`src/rtl/updn_pwm_timer.sv`:
```
module updn_pwm_timer #(
  parameter int W = 16
) (
  input  logic         clk,
  input  logic         rst,
  input  logic         tick,
  input  logic [1:0]   mode,
  input  logic [W-1:0] period,
  input  logic [W-1:0] dead,
  input  logic         sw_start,
  input  logic         sw_stop,
  input  logic         sw_clear,
  input  logic         ext_trig,
  input  logic [1:0]   ext_act,
  input  logic         wr_en,
  input  logic [1:0]   wr_addr,
  input  logic [W-1:0] wr_data,
  input  logic [1:0]   pin_act_a,
  input  logic [1:0]   pin_act_b,
  input  logic [1:0]   bufm_a,
  input  logic [1:0]   bufm_b,
  input  logic         cap_a,
  input  logic         cap_b,
  input  logic [1:0]   cap_edge_a,
  input  logic [1:0]   cap_edge_b,
  input  logic         pin_a_in,
  input  logic         pin_b_in,
  output logic [W-1:0] cnt_o,
  output logic         count_up,
  output logic         running,
  output logic         ovf,
  output logic         unf,
  output logic [W-1:0] cmp_a_o,
  output logic [W-1:0] cmp_b_o,
  output logic         pin_a_out,
  output logic         pin_b_out,
  output logic         pwm_hi,
  output logic         pwm_lo
);
  localparam logic [1:0] MODE_DN  = 2'd1;
  localparam logic [1:0] MODE_TRI = 2'd2;

  logic [W-1:0] cnt, dly_hi, dly_lo;
  logic         dir;
  logic [W-1:0] cmp_q [2];
  logic [W-1:0] shd_q [2];
  logic [1:0]   act_c [2];
  logic [1:0]   edg_c [2];
  logic [1:0]   bm_c  [2];
  logic [1:0]   pin_q, pin_prev, pin_in, cap_on, hit, xfer, match;

  assign act_c[0] = pin_act_a;
  assign act_c[1] = pin_act_b;
  assign edg_c[0] = cap_edge_a;
  assign edg_c[1] = cap_edge_b;
  assign bm_c[0]  = bufm_a;
  assign bm_c[1]  = bufm_b;
  assign pin_in   = {pin_b_in, pin_a_in};
  assign cap_on   = {cap_b, cap_a};

  wire clr_now   = sw_clear | (ext_trig & (ext_act == 2'b11));
  wire stop_now  = sw_stop  | (ext_trig & (ext_act == 2'b10));
  wire start_now = sw_start | (ext_trig & (ext_act == 2'b01));

  assign count_up = (mode == MODE_TRI) ? dir : (mode != MODE_DN);
  wire adv    = tick & running & ~stop_now & ~clr_now;
  wire crest  = adv & count_up & (cnt == period);
  wire trough = adv & ~count_up & (cnt == '0);

  always_ff @(posedge clk) begin
    if (rst) begin
      cnt <= '0; dir <= 1'b1; running <= 1'b0; ovf <= 1'b0; unf <= 1'b0;
    end else begin
      ovf <= crest;
      unf <= trough;
      if (stop_now)       running <= 1'b0;
      else if (start_now) running <= 1'b1;
      if (clr_now) begin
        cnt <= (mode == MODE_DN) ? period : '0;
        dir <= 1'b1;
      end else if (crest) begin
        cnt <= (mode == MODE_TRI) ? cnt - 1'b1 : '0;
        if (mode == MODE_TRI) dir <= 1'b0;
      end else if (trough) begin
        cnt <= (mode == MODE_TRI) ? cnt + 1'b1 : period;
        dir <= 1'b1;
      end else if (adv) begin
        cnt <= count_up ? cnt + 1'b1 : cnt - 1'b1;
      end
    end
  end

  always_comb begin
    for (int i = 0; i < 2; i++) begin
      hit[i]   = cap_on[i] & ((edg_c[i][0] & pin_in[i] & ~pin_prev[i]) |
                              (edg_c[i][1] & ~pin_in[i] & pin_prev[i]));
      xfer[i]  = ~cap_on[i] & ((bm_c[i][0] & crest) | (bm_c[i][1] & trough));
      match[i] = ~cap_on[i] & adv &
                 ((cnt == cmp_q[i]) | ((bm_c[i] == 2'b00) & (cnt == shd_q[i])));
    end
  end

  always_ff @(posedge clk) begin
    for (int i = 0; i < 2; i++) begin
      if (rst) begin
        cmp_q[i] <= '0; shd_q[i] <= '0; pin_q[i] <= 1'b0; pin_prev[i] <= 1'b0;
      end else begin
        pin_prev[i] <= pin_in[i];
        if (hit[i])                                    cmp_q[i] <= cnt;
        else if (wr_en && wr_addr == {1'b0, 1'(i)})    cmp_q[i] <= wr_data;
        else if (xfer[i])                              cmp_q[i] <= shd_q[i];
        if (wr_en && wr_addr == {1'b1, 1'(i)})         shd_q[i] <= wr_data;
        if (match[i]) begin
          case (act_c[i])
            2'b01:   pin_q[i] <= 1'b0;
            2'b10:   pin_q[i] <= 1'b1;
            2'b11:   pin_q[i] <= ~pin_q[i];
            default: ;
          endcase
        end
      end
    end
  end

  always_ff @(posedge clk) begin
    if (rst) begin
      pwm_hi <= 1'b0; pwm_lo <= 1'b0; dly_hi <= '0; dly_lo <= '0;
    end else begin
      if (!pin_q[0]) begin
        pwm_hi <= 1'b0; dly_hi <= '0;
      end else if (!pwm_hi) begin
        if (dly_hi >= dead) pwm_hi <= 1'b1;
        else if (tick)      dly_hi <= dly_hi + 1'b1;
      end
      if (pin_q[0]) begin
        pwm_lo <= 1'b0; dly_lo <= '0;
      end else if (!pwm_lo) begin
        if (dly_lo >= dead) pwm_lo <= 1'b1;
        else if (tick)      dly_lo <= dly_lo + 1'b1;
      end
    end
  end

  assign cnt_o     = cnt;
  assign cmp_a_o   = cmp_q[0];
  assign cmp_b_o   = cmp_q[1];
  assign pin_a_out = pin_q[0];
  assign pin_b_out = pin_q[1];
endmodule

```
`config.mk`:
```
export PLATFORM = sky130hd
export DESIGN_NAME = updn_pwm_timer
export DESIGN_NICKNAME = d
export VERILOG_FILES = /design/src/rtl/updn_pwm_timer.sv
export SDC_FILE = /design/constraint.sdc
export NUM_CORES = 1
export LEC_CHECK = 0
export ABC_AREA = 1
export BUFFER_PORTS_ARGS = -buffer_cell sky130_fd_sc_hd__clkbuf_2
export CAP_MARGIN = 10
export CELL_PAD_IN_SITES_DETAIL_PLACEMENT = 0
export CELL_PAD_IN_SITES_GLOBAL_PLACEMENT = 2
export CORE_UTILIZATION = 30
export DETAILED_ROUTE_END_ITERATION = 12
export GPL_ROUTABILITY_DRIVEN = 0
export HOLD_SLACK_MARGIN = 0.03
export PLACE_DENSITY = 0.76
export SETUP_SLACK_MARGIN = 0.5
export SYNTH_ARGS = -nofsm -noshare
export SYNTH_HDL_FRONTEND = slang
export SYNTH_SLANG_ARGS = --single-unit
```
`constraint.sdc`:
```
create_clock -name clk -period 2.6 [get_ports clk]
set_input_delay 0.26 -clock clk [delete_from_list [all_inputs] [get_ports clk]]
set_output_delay 0.26 -clock clk [all_outputs]
set_load 0.01 [all_outputs]
```
; ---- Word-level counts from Yosys, hierarchy flattened
; Memory sizes are Yosys's and may differ from the RTL's.
; Index checks and enable logic that the tools add are counted.
; W data, S select, Z words.
[word_totals]
output_inout_bits = 56
memories = 2
inputBits = 78
reg_bits = 58
mem_bits_rw = 64
word_cells = 184
[op_classes]
mux = 58
magnitude_cmp = 2
n_eq_ne = 21
bitwise = 64
n_addsub = 4
reduce_logical = 21
[memory_table]
columns = name, depth, word_bits, read_ports, rd_clocked_by_memory_dff, write_ports, line
row1 = cmp_q, 2, 16, 2, 0, 2, 45  ; logic [W-1:0] cmp_q [2];
row2 = shd_q, 2, 16, 2, 0, 2, 46  ; logic [W-1:0] shd_q [2];
[ops]
columns = op, n
row1 = $mux W16, 16
row2 = $eq A16 B16 Y1, 5
row3 = $add A16 B1 Y16 const B, 3
row4 = $mux W1, 40
row5 = $and A1 B1 Y1, 32
row6 = $ge A16 B16 Y1, 2
row7 = $eq A2 B2 Y1 const B, 9
row8 = $or A1 B1 Y1, 17
row9 = $logic_not A16 Y1, 1
row10 = $sub A16 B1 Y16 const B, 1
row11 = $not A1 Y1, 15
row12 = $eq A2 B1 Y1 const B, 5
row13 = $reduce_or A2 Y1, 4
row14 = $logic_not A2 Y1, 3
row15 = $pmux W1 S3, 2
row16 = $reduce_and A2 Y1, 3
row17 = $reduce_and A3 Y1, 2
row18 = $reduce_bool A3 Y1, 2
row19 = $logic_and A1 B1 Y1, 4
row20 = $ne A2 B1 Y1 const B, 2
row21 = $reduce_bool A4 Y1, 1
row22 = $reduce_bool A2 Y1, 1

; ---- Longest topological paths before layout
[depth]
ltp_word = 17
mapped_depth = 17
ltp_nobuf = 14

; ---- Worst setup path before layout
; No wires, ideal clock.
[synth_timing]
path_kind = register -> register
startpoint = register cnt[0] (netlist: cnt_o[0])
endpoint = memory cmp_q[0][0] (enable)
synth_period_minus_slack_ps = 2600
arrival_ps = 2147
required_ps = 2147
path_stages_with_launch = 14
setup_ps = 453
path_slack_ps = 0
path_cell_list = dfxtp_1 > buf_4 > inv_2 > buf_4 > ha_1 > inv_1 > nor3_1 > and2_1 > buf_4 > nand3_2 > nand2_2 > nand2_4 > buf_6 > nand4_1
[synth_lines]
columns = element, line
row1 = start: declaration, 43  ; logic [W-1:0] cnt, dly_hi, dly_lo;
row2 = start signal: assignment, 79  ; cnt <= (mode == MODE_DN) ? period : '0;
row3 = start signal: assignment, 82  ; cnt <= (mode == MODE_TRI) ? cnt - 1'b1 : '0;
row4 = start signal: assignment, 85  ; cnt <= (mode == MODE_TRI) ? cnt + 1'b1 : period;
row5 = end: declaration, 45

==> impl_metrics.ini <==
[critical_path]
crit_chain = xnor2_4 > nand2_2 > nor2_2 > nand3_2 > nor2_4 > nand3_1 > nand2_2 > nand2_2 > nand4_1 > buf_6
critPathKind = flop to flop
crit_buf_inv = 1
critical-path-top-delay-family = simple AND/OR/NAND/NOR gates
critPathRequiredTime_ns = 2.74
reg2reg_depth = 10
rr_endpoint = cmp_q[1][0]
crit_path_start_kind = flop
r2r_slack_ns = 0.54
max_stage_delay_ns = 0.47
arrival_ns = 2.20
crit_slowest_cell = dfxtp_4
timing.critical_path.to_type = flop
reg2reg_from = cnt_o[0]
worst_path_most_repeated_cell = nand2_2
crit_fanout = 8

[global_routing]
grt_start_max_net_pins = 27
grt_use_met2_pct = 39.0
grtUsageTotal_pct = 24.3
antenna_found_initial = 0
overflow = 0
busiest_layer = met2
grt_pass1_wl_um = 60000
grt_pass1_vias = 9783
grtUsageMet1_pct = 32.4
use_met3_pct = 4.53

[floorplan]
die_h_um = 182
rows = 65
start_util_pct = 30.6
dieArea_um2 = 33100
ios = 134
die_w_um = 182
core_um2 = 31700

[synthesis]
ys_types = 48
yosys-top-cells-area = edfxtp_1 20%, nand2_1 14%, dfxtp_1 12%
synth_seq_cells = 122
synth_edf_count = 64
synth_top_area_share_pct = 19.8
netlist.top_cell.by_area = edfxtp_1
synth_fp_nets = 1522
synthesis.area_um2 = 9720
ys.warnings.count = 0
postSynthCellCount = 1407
async_flop_share_pct = 0
syn_area_per_cell_um2 = 6.91
ys.flop_type = edfxtp_1
seq_area_frac_synth_pct = 31.7

[cells_and_area]
drive_gt1_share_pct = 24.2
multi_input_area_um2 = 5770
seq_area_um2 = 3120
final_area_um2 = 12200
area_delta_synth_final_pct = 25.5
final_util_pct = 38.4
n_antenna_cell = 0
num-fill-cells = 3426
nets = 1716

[sta]
worstMarginPinSlew_ns = 0.866
finalCriticalPeriod_ns = 2.06
drv_slew = 0
maxSlewHeadroom_pct = 42.1
timing.final.crit_share_pct = 79.3
fin_skew_ns = 0.0154
finalHoldViolations = 0
setup-violations-final = 0
tns_ns = 0
rsz0062_at_grt = yes
max_freq_mhz = 485

[run_status]
status = finished clean

[job]
maxCapViolations = 0

[min_path]
hold_start = pin_b_in
hold_depth = 3
hold_end = pin_prev[1]
min_path_type = input port to flop

[detailed_routing]
finalWirelength_um = 39800
ant_nets = 0
via_per_inst = 5.10
drt_first_pass_iters = 5
routedWlPerCell_um = 19.7
drt_iter0_drc = 933
drc = 0
dr_total_vias = 10300

[clocking]
cts_buffers = 17
h-tree-depth = 4
cts_tree = yes
clkTransAtPathRegs_ns = 0.07
clk-insertion-delay-late_ns = 0.43
clock_sinks = 122
cts_buffer_depth = 2
cts_root_buffer = clkbuf_16

[power]
p_clk_share_pct = 44.6
ir_drop_mv = 0.383
power_frac_seq_pct = 38.2
p_int_mw = 4.00
combPwrFrac_pct = 17.3
switching_power_mw = 1.76
p_per_area_nw_per_um2 = 473
swShare_pct = 30.5
p_leak_nw = 5.69

[placement]
port_buffers = 133
hpwl_um = 30200
placed_area_um2 = 11100
## state kept, by name, summed over array words and instances, names as in the netlist
| name | cells |
|---|---|
| running | 1 |
| cnt_o | 16 |
| pwm_hi | 1 |
| dly_lo | 16 |
| pwm_lo | 1 |
| dir | 1 |
| shd_q | 32 |
| unf | 1 |
| pin_prev | 2 |
| ovf | 1 |
| cmp_q | 32 |
| dly_hi | 16 |
| pin_q | 2 |
## layer usage
| metal | part of all wire, % | vias to the layer above |
|---|---|---|
| li1 | - | 5028 |
| met1 | 44 | 4770 |
| met2 | 45 | 412 |
| met3 | 7.6 | 67 |
| met4 | 3.4 | 0 |
| met5 | 0 | - |
## kinds of logic (layout without fill, tap and decap cells)
| kind of cell | count (synthesis) | count (layout) | share of synthesized area [%] |
|---|---|---|---|
| compound gates | 225 | 225 | 13.0 |
| fa+ha+maj | 37 | 37 | 4.76 |
| flops | 122 | 122 | 31.7 |
| buf+inv | 233 | 440 | 10.9 |
| xor+xnor | 78 | 78 | 7.26 |
| simple gates | 712 | 712 | 32.3 |
## layout by cell type (no fill, tap or decap), drive strengths merged, types with 5 or more instances in the layout
master | synthesis | layout
nand2 | 369 | 369
inv | 166 | 169
nor2 | 152 | 152
clkbuf | 20 | 150
nand3 | 118 | 118
buf | 44 | 106
o21ai | 91 | 91
a21oi | 90 | 90
edfxtp | 64 | 64
dfxtp | 58 | 58
xnor2 | 49 | 49
nand4 | 38 | 38
ha | 37 | 37
xor2 | 29 | 29
nor3 | 23 | 23
o22ai | 21 | 21
a31o | 10 | 10
clkinv | 3 | 8
o211ai | 6 | 6
or2 | 5 | 5
## cell type report
type	instances	share of cell area (%)
Multi-Input combinational cell	1052	47.3
Sequential cell	122	25.6
Timing Repair Buffer	239	12.6
Inverter	169	5.38
Tap cell	402	4.12
Clock buffer	17	3.49
Clock inverter	15	1.53
## through the flow
step	total power, mW	cells	setup slack, ns	hold WS [ns]
5_1_grt	6.00	2016	0.425	0.0570
2_1_floorplan	2.79	1407	0.218	0.385
6_report	5.77	2016	0.538	0.0527
4_1_cts	5.76	2002	0.499	0.0471
3_3_place_gp	3.19	1954	0.208	0.482
3_5_place_dp	3.18	1954	0.182	0.491
## power groups by stage
stage          Clock, mW  Sequential, mW  Combinational [mW]
2_1_floorplan          0            2.23               0.556
3_3_place_gp           0            2.25               0.939
3_5_place_dp           0            2.25               0.935
4_1_cts             2.60            2.20               0.963
5_1_grt             2.69            2.21                1.10
6_report            2.57            2.20               0.997
## worst max-delay path by stage
stage	start	end	slack [ns]	cells past startpoint
after floorplan	cnt_o[0]	cmp_q[0][0]	0.22	13
after global placement	cnt_o[1]	cmp_q[0][15]	0.21	10
after detailed placement	cnt_o[1]	cmp_q[0][14]	0.18	10
after CTS	cnt_o[9]	cnt_o[2]	0.50	13
after global routing	cnt_o[2]	cmp_q[1][1]	0.43	13
final	cnt_o[0]	cmp_q[1][0]	0.54	10
## synthesized netlist by cell type (all sizes together), types with 2 or more instances
library cell and number:
nor4 3, clkbuf 20, edfxtp 64, a31o 10, clkinv 3, o21a 2, ha 37, a21oi 90
o22ai 21, xor2 29, buf 44, nor2 152, nand4 38, inv 166, nor3 23, xnor2 49
dfxtp 58, or2 5, o2111ai 4, nand2 369, o21ai 91, o211ai 6, nand3b 2, nand3 118
## worst reg2reg max path, cell delays in order (launching register included)
cell and delay (ns):
dfxtp_4 0.47, xnor2_4 0.16, nand2_2 0.09, nor2_2 0.12
nand3_2 0.12, nor2_4 0.17, nand3_1 0.11, nand2_2 0.10
nand2_2 0.07, nand4_1 0.20, buf_6 0.18
## timing repair
| action | 4_1_cts | 5_1_grt |
|---|---|---|
| gates cloned | 1 | 2 |
| setup endpoints to repair | 75 | 100 |
| gates resized for setup | 31 | 56 |
| hold endpoints to repair | 0 | 0 |
| setup buffers | 15 | 12 |
| pin swaps | 5 | 16 |
| hold buffers | 0 | 0 |
Power figures use the tool's default switching activity.
